--- config.mk ---
export PLATFORM = sky130hd
export DESIGN_NAME = seg_xlate_unit
export DESIGN_NICKNAME = d
export VERILOG_FILES = /design/src/rtl/seg_pkg.sv /design/src/rtl/seg_classify.sv /design/src/rtl/seg_fault_map.sv /design/src/rtl/seg_fault_capture.sv /design/src/rtl/seg_xlate_unit.sv
export SDC_FILE = /design/constraint.sdc
export NUM_CORES = 1
export LEC_CHECK = 0
export BUFFER_PORTS_ARGS = -buffer_cell sky130_fd_sc_hd__clkbuf_2
export CAP_MARGIN = 15
export CORE_MARGIN = 8
export CORE_UTILIZATION = 52
export CTS_BUF_LIST = sky130_fd_sc_hd__clkbuf_4 sky130_fd_sc_hd__clkbuf_8
export DETAILED_ROUTE_END_ITERATION = 8
export HOLD_SLACK_MARGIN = 0.15
export PLACE_DENSITY = 0.92
export SLEW_MARGIN = 20
export SYNTH_ARGS = -nofsm -noshare
export SYNTH_HDL_FRONTEND = slang
export SYNTH_HIERARCHICAL = 1
export SYNTH_SLANG_ARGS = --single-unit
--- constraint.sdc ---
create_clock -name clk -period 6.54 [get_ports clk]
set_clock_uncertainty 0.15 [all_clocks]
set_input_delay 1.308 -clock clk [delete_from_list [all_inputs] [get_ports clk]]
set_output_delay 1.308 -clock clk [all_outputs]
set_load 0.1 [all_outputs]
--- src/rtl/seg_pkg.sv ---
package seg_pkg;

    localparam int ADDR_W     = 32;
    localparam int VPN2_LSB   = 13;
    localparam int VPN2_W     = ADDR_W - VPN2_LSB;
    localparam int CTX_LSB    = 4;
    localparam int CTX_BASE_W = ADDR_W - VPN2_W - CTX_LSB;
    localparam int CODE_W     = 5;

    typedef enum logic [1:0] {
        ACC_LOAD  = 2'd0,
        ACC_STORE = 2'd1,
        ACC_FETCH = 2'd2
    } acc_e;

    typedef enum logic [1:0] {
        MODE_KERN  = 2'd0,
        MODE_SUPER = 2'd1,
        MODE_USER  = 2'd2
    } mode_e;

    typedef enum logic [2:0] {
        TLB_HIT     = 3'd0,
        TLB_MISS    = 3'd1,
        TLB_INVALID = 3'd2,
        TLB_DIRTY   = 3'd3,
        TLB_RDINH   = 3'd4,
        TLB_EXINH   = 3'd5
    } tlb_res_e;

    typedef enum logic [2:0] {
        WIN_USER,
        WIN_KDIR0,
        WIN_KDIR1,
        WIN_SUPMAP,
        WIN_KMAP
    } win_e;

    localparam logic [CODE_W-1:0] EXC_NONE  = 5'd0;
    localparam logic [CODE_W-1:0] EXC_MOD   = 5'd1;
    localparam logic [CODE_W-1:0] EXC_TLBL  = 5'd2;
    localparam logic [CODE_W-1:0] EXC_TLBS  = 5'd3;
    localparam logic [CODE_W-1:0] EXC_ADEL  = 5'd4;
    localparam logic [CODE_W-1:0] EXC_ADES  = 5'd5;
    localparam logic [CODE_W-1:0] EXC_TLBRI = 5'd19;
    localparam logic [CODE_W-1:0] EXC_TLBXI = 5'd20;

    localparam logic [ADDR_W-1:0] KDIR0_BASE = 32'h8000_0000;
    localparam logic [ADDR_W-1:0] KDIR1_BASE = 32'hA000_0000;

    typedef struct packed {
        logic                  fault;
        logic [CODE_W-1:0]     code;
        logic                  refill;
        logic                  inst_na;
        logic [ADDR_W-1:0]     pa;
    } xlate_s;

    typedef struct packed {
        win_e                  win;
        logic                  mapped;
        logic                  bad;
        logic [ADDR_W-1:0]     direct_pa;
    } route_s;

    function automatic logic is_kernel(input mode_e m);
        return !(m == MODE_USER || m == MODE_SUPER);
    endfunction

    function automatic logic [CODE_W-1:0] tlb_code(input tlb_res_e r,
                                                   input acc_e a,
                                                   input logic iec);
        logic [CODE_W-1:0] c;
        case (r)
            TLB_MISS,
            TLB_INVALID: c = (a == ACC_STORE) ? EXC_TLBS : EXC_TLBL;
            TLB_DIRTY:   c = EXC_MOD;
            TLB_RDINH:   c = iec ? EXC_TLBRI : EXC_TLBL;
            TLB_EXINH:   c = iec ? EXC_TLBXI : EXC_TLBL;
            default:     c = EXC_NONE;
        endcase
        return c;
    endfunction

endpackage

--- src/rtl/seg_classify.sv ---
module seg_classify
    import seg_pkg::*;
(
    input  logic [ADDR_W-1:0] va,
    input  mode_e             mode,
    input  logic              erl,
    output route_s            route
);
    logic kern;

    always_comb begin
        kern            = is_kernel(mode);
        route.win       = WIN_USER;
        route.mapped    = 1'b0;
        route.bad       = 1'b0;
        route.direct_pa = '0;
        if (!va[ADDR_W-1]) begin
            route.win = WIN_USER;
            if (erl) begin
                route.direct_pa = va;
            end else begin
                route.mapped = 1'b1;
            end
        end else begin
            case (va[ADDR_W-2:ADDR_W-3])
                2'b00: begin
                    route.win       = WIN_KDIR0;
                    route.bad       = !kern;
                    route.direct_pa = va - KDIR0_BASE;
                end
                2'b01: begin
                    route.win       = WIN_KDIR1;
                    route.bad       = !kern;
                    route.direct_pa = va - KDIR1_BASE;
                end
                2'b10: begin
                    route.win    = WIN_SUPMAP;
                    route.bad    = (mode == MODE_USER);
                    route.mapped = (mode != MODE_USER);
                end
                default: begin
                    route.win    = WIN_KMAP;
                    route.bad    = !kern;
                    route.mapped = kern;
                end
            endcase
        end
    end
endmodule

--- src/rtl/seg_fault_map.sv ---
module seg_fault_map
    import seg_pkg::*;
(
    input  route_s            route,
    input  acc_e              acc,
    input  logic              iec,
    input  tlb_res_e          tlb_res,
    input  logic [ADDR_W-1:0] tlb_pa,
    output xlate_s            res
);
    always_comb begin
        res         = '0;
        if (route.bad) begin
            res.fault = 1'b1;
            res.code  = (acc == ACC_STORE) ? EXC_ADES : EXC_ADEL;
        end else if (route.mapped) begin
            if (tlb_res == TLB_HIT) begin
                res.pa = tlb_pa;
            end else begin
                res.fault  = 1'b1;
                res.code   = tlb_code(tlb_res, acc, iec);
                res.refill = (tlb_res == TLB_MISS);
            end
        end else begin
            res.pa = route.direct_pa;
        end
        res.inst_na = res.fault && (acc == ACC_FETCH);
    end
endmodule

--- src/rtl/seg_fault_capture.sv ---
module seg_fault_capture
    import seg_pkg::*;
#(
    parameter int ASID_W = 8
) (
    input  logic                  clk,
    input  logic                  rst,
    input  logic                  take,
    input  logic [ADDR_W-1:0]     va,
    input  logic [ASID_W-1:0]     asid,
    input  logic [CTX_BASE_W-1:0] ctx_base,
    output logic [ADDR_W-1:0]     badvaddr,
    output logic [ADDR_W-1:0]     context_w,
    output logic [ADDR_W-1:0]     entryhi
);
    localparam int PAD_W = ADDR_W - VPN2_W - ASID_W;

    logic [VPN2_W-1:0] vpn2;
    assign vpn2 = va[ADDR_W-1:VPN2_LSB];

    always_ff @(posedge clk) begin
        if (rst) begin
            badvaddr  <= '0;
            context_w <= '0;
            entryhi   <= '0;
        end else if (take) begin
            badvaddr  <= va;
            context_w <= {ctx_base, vpn2, {CTX_LSB{1'b0}}};
            entryhi   <= {vpn2, {PAD_W{1'b0}}, asid};
        end
    end
endmodule

--- src/rtl/seg_xlate_unit.sv ---
module seg_xlate_unit
    import seg_pkg::*;
#(
    parameter int ASID_W = 8
) (
    input  logic                  clk,
    input  logic                  rst,
    input  logic                  req_vld_i,
    input  logic [ADDR_W-1:0]     va_i,
    input  logic [1:0]            acc_i,
    input  logic [1:0]            mode_i,
    input  logic                  erl_i,
    input  logic                  iec_i,
    input  logic [2:0]            tlb_res_i,
    input  logic [ADDR_W-1:0]     tlb_pa_i,
    input  logic [ASID_W-1:0]     asid_i,
    input  logic [CTX_BASE_W-1:0] ctx_base_i,
    output logic                  rsp_vld_o,
    output logic [ADDR_W-1:0]     pa_o,
    output logic                  fault_o,
    output logic [CODE_W-1:0]     exc_code_o,
    output logic                  refill_o,
    output logic                  inst_na_o,
    output logic [ADDR_W-1:0]     badvaddr_o,
    output logic [ADDR_W-1:0]     context_o,
    output logic [ADDR_W-1:0]     entryhi_o
);
    route_s route;
    xlate_s nxt;
    xlate_s rsp_q;
    logic   vld_q;

    seg_classify u_classify (
        .va    (va_i),
        .mode  (mode_e'(mode_i)),
        .erl   (erl_i),
        .route (route)
    );

    seg_fault_map u_fault_map (
        .route   (route),
        .acc     (acc_e'(acc_i)),
        .iec     (iec_i),
        .tlb_res (tlb_res_e'(tlb_res_i)),
        .tlb_pa  (tlb_pa_i),
        .res     (nxt)
    );

    seg_fault_capture #(.ASID_W(ASID_W)) u_capture (
        .clk       (clk),
        .rst       (rst),
        .take      (req_vld_i && nxt.fault),
        .va        (va_i),
        .asid      (asid_i),
        .ctx_base  (ctx_base_i),
        .badvaddr  (badvaddr_o),
        .context_w (context_o),
        .entryhi   (entryhi_o)
    );

    always_ff @(posedge clk) begin
        if (rst) begin
            vld_q <= 1'b0;
            rsp_q <= '0;
        end else begin
            vld_q <= req_vld_i;
            if (req_vld_i) begin
                rsp_q <= nxt;
            end
        end
    end

    assign rsp_vld_o  = vld_q;
    assign pa_o       = rsp_q.pa;
    assign fault_o    = rsp_q.fault;
    assign exc_code_o = rsp_q.code;
    assign refill_o   = rsp_q.refill;
    assign inst_na_o  = rsp_q.inst_na;
endmodule

=== After elaboration in Yosys (flattened, before gate mapping) ===
Index checks and enable logic that the tools add are counted.

* $add $sub $neg: 2
* Eq/ne operators: 12
* Muxes and demuxes: 20
* Reduce and logical (&&, ||, !) cells: 8

{| class="wikitable"
|+ Operators with widths
! cell !! count
|-
| 32-bit 2-to-1 mux || 4
|-
| 32-bit case mux with 2 select lines || 1
|-
| 32-bit subtractor (second input constant) || 2
|-
| 31-bit 2-to-1 mux || 1
|-
| 5-bit case mux with 4 select lines || 1
|-
| 7-bit 2-to-1 mux || 2
|-
| 5-bit 2-to-1 mux || 2
|-
| 1-bit 2-to-1 mux || 7
|-
| 2-bit by 1-bit == test with 1-bit output (second input constant) || 3
|-
| 2-bit == test (second input constant) || 3
|-
| 3-bit by 2-bit == test with 1-bit output (second input constant) || 2
|-
| 3-bit == test (second input constant) || 2
|-
| 6-bit 2-to-1 mux || 1
|-
| 2-bit OR reduction || 2
|-
| 3-bit by 1-bit == test with 1-bit output (second input constant) || 1
|-
| 3-bit zero test || 1
|-
| 1-bit logical AND || 2
|-
| 2-bit zero test || 1
|-
| 2-bit inequality test (second input constant) || 1
|-
| 1-bit case mux with 2 select lines || 1
|-
| 1-bit zero test || 1
|-
| 1-bit logical OR || 1
|}

* Register bits after elaboration: 128
* Bits of input ports: 93
* Output and inout port bits: 137
* Logic and storage cells: 51

=== Longest topological paths before layout ===
* Depth in word-level cells: 8
* Depth in mapped cells: 15
* Gate-level depth less buffers: 9

=== Hierarchy ===
The synthesis kept the hierarchy.

{| class="wikitable"
|+ Modules (own cells, without submodules)
! module !! times used !! cells each !! area each (um^2) !! sequential area each (um^2)
|-
| seg_fault_capture || 1 || 206 || 2100.8 || 980.9
|-
| seg_xlate_unit || 1 || 132 || 1493.9 || 820.8
|-
| seg_fault_map || 1 || 94 || 633.1 || 0.0
|-
| seg_classify || 1 || 77 || 551.8 || 0.0
|}

=== Worst setup path after synthesis ===
Ideal clock, no wire load.

* Kind: input -> register
* From: in va_i[29]
* To: reg u_capture.badvaddr[13]
* Arrival: 3.536 ns
* Required time: 6.262 ns
* Setup slack: 2.726 ns
* Stages: 15
* Buffers on the path: 6
* Cell sequence: inv_1 > ha_1 > nor3b_1 > o31a_1 > clkbuf_1 > o31ai_1 > nand2b_1 > clkbuf_1 > buf_2 > and2_1 > buf_6 > buf_8 > buf_12 > mux2i_1 > nor2_1

{| class="wikitable"
|+ RTL lines
! what !! RTL line !! RTL
|-
| from (decl) || seg_xlate_unit.sv:9 || <nowiki>input logic [ADDR_W-1:0] va_i,</nowiki>
|-
| to (signal assigned) || seg_fault_capture.sv:27 || <nowiki>badvaddr <= va;</nowiki>
|-
| to (decl) || seg_fault_capture.sv:12 || <nowiki>output logic [ADDR_W-1:0] badvaddr,</nowiki>
|}

==> results by group <==
Final layout
  – Synth-to-layout area growth: 18.69%
  – # diodes: 0
  – Layout Nets: 764
  – Share of cells above drive strength 1: 0.3707
  – Multi-input gate area: 2303 µm²
  – Fillers: 780
  – Sequential cell area: 1802 µm²
  – Post-route insts no fill: 780
  – Commonest non-fill, non-tap cell in the layout: clkbuf_2
  – Commonest cells after routing, fill and taps aside: 220 x clkbuf_2, 123 x mux2i_1, 123 x nor2_1

Worst setup path
  – Crit-path max cell delay: 710 ps
  – CP Class: in -> reg
  – CP top delay family: simple AND/OR/NAND/NOR gates
  – CP Max Fanout: 28
  – WP data arrival: 4090 ps
  – Critical Path RT: 6600 ps
  – Critical Path End Type: flop
  – Crit start category: primary input
  – Cells along the critical path: clkbuf_2, inv_1, ha_1, nor2b_1, nor3_1, nand2b_1, and2_2, buf_4, mux2i_1, nor2_1
  – CP max stage cell: and2_2
  – WP buf/inv: 3

Die
  – Initial core utilization: 0.5235
  – Die area: 12,440 µm²
  – Cell Rows: 35
  – Core box area: 9065 µm²
  – Io pins: 230
  – Die height: 111.5 µm
  – Die Wd: 111.5 µm

Drt
  – DRC errors left: 0
  – Avg Vias per Cell: 5.094
  – Final ANT Viol Nets: 0
  – 1st-iter DRT viols: 148
  – Avg WL per Cell: 16.88 µm
  – Drt pass-1 iters: 5
  – Vias: 3,973
  – Detailed Route WL: 13,170 µm

Clocking
  – CTS H-tree lvls: 3
  – Total CTS buffers: 9
  – Post-CTS Hold Buffers: 0
  – Postcts setup bufs: 0
  – CTS clock-pin slew for the worst setup and hold paths: 100 ps
  – Root Driver: clkbuf_8
  – Clock Path Buffers: 2
  – # resized after CTS: 0
  – Worst-skew pair later-pin latency: 340 ps
  – Clk sinks: 90
  – CTS tree: built

Placed design
  – Placed insts: 764
  – Gpl congestion: 0.8421
  – Port-buffer cells: 220
  – Post-DP HPWL: 9902 µm

Min path
  – Type of the most critical hold path: reg -> reg

GRT
  – Gr busiest metal: met2
  – GR Util met1: 0.2141
  – Gr ovfl total: 0
  – Vias in the first global route: 4,237
  – GR Util met2: 0.3636
  – Pin count of the biggest net entering global routing: 91
  – First-pass GRT wire length: 20,980 µm
  – Met3 Use GR: 0.09524
  – All-Layer GR Usage: 0.2044
  – Initial antenna violation count: 0

Power and ir drop
  – Worst-case vdd ir drop: 0.1889 mV
  – Pleak: 2.956 nW
  – Cell Pwr Density: 293.6 nW/µm²
  – Total power: 1.654 mW

STA
  – Final setup violation count: 0
  – Slew Limit Fails: 0
  – Unrepaired setup endpoints after global routing: no
  – Setup TNS: 0 ps
  – Max Fclk: 248.2 MHz
  – Max-slew headroom: 0.3898
  – Fin crit period: 4028 ps
  – Hold_ws: 355.3 ps
  – Final hold viol count: 0
  – Worst slew pin tran: 915.4 ps
  – Tcrit/Tclk final: 0.6160

Flow run
  – Max-cap violations: 0

Outcome
  – Outcome: finished clean

Yosys
  – Syn Inst Count: 504
  – Syn Area/Cell: 9.416 µm²
  – Yosys warning total: 6
  – Syn Std Cell Area: 4746 µm²
[tightest hold or removal path, cell delays in order (launching register included)]
cell and delay, ps:
dfxtp_1 330, mux2i_1 60, nor2_1 80
[flip-flops by register name, indices dropped and copies added, names as in the netlist]
register             count
fault_o                  1
inst_na_o                1
rsp_vld_o                1
exc_code_o               5
refill_o                 1
u_capture/context_w     10
u_capture/entryhi        8
pa_o                    32
u_capture/badvaddr      31
[metrics by stage]
step	worst slack [ps]	instance area, µm²	utilization
3_5_place_dp	2173	5401	0.5959
4_1_cts	2550	5633	0.6214
3_3_place_gp	2316	5401	0.5959
5_1_grt	2329	5633	0.6214
6_report	2512	5633	0.6214
2_1_floorplan	2750	4776	-
[final timing paths]
path                                             from                                   to  slack, ps  cells past startpoint
setup reg to reg  u_capture/badvaddr[13]$_SDFFE_PP0P_  u_capture/badvaddr[13]$_SDFFE_PP0P_       5670                      2
setup / recovery                             va_i[29]  u_capture/badvaddr[13]$_SDFFE_PP0P_       2510                     10
hold / removal                  pa_o[28]$_SDFFE_PP0P_                pa_o[28]$_SDFFE_PP0P_        360                      2
hold reg to reg                 pa_o[28]$_SDFFE_PP0P_                pa_o[28]$_SDFFE_PP0P_        360                      2
[layout make-up]
cell class                      instances  area share
Clock buffer                           10     0.02443
Sequential cell                        90      0.3199
Inverter                                5    0.003332
Clock inverter                          6     0.01666
Tap cell                              111     0.02466
Multi-Input combinational cell        333      0.4089
Timing Repair Buffer                  225      0.2021
[layer usage]
layer / part of all wire / vias up / routed length [µm]
li1: - / 1947 / -
met1: 0.39 / 1849 / 5186
met2: 0.50 / 163 / 6592
met3: 0.097 / 14 / 1273
met4: 0.0087 / 0 / 115
met5: 0 / - / 0
[report_power, final]
part | total (mW) | internal [mW] | switching [mW] | leakage, nW
clock network | 0.437 | 0.230 | 0.206 | 0.114
registers | 0.600 | 0.579 | 0.0209 | 0.735
logic | 0.617 | 0.122 | 0.495 | 2.11
Note: power is estimated with default switching activity, not from simulation.
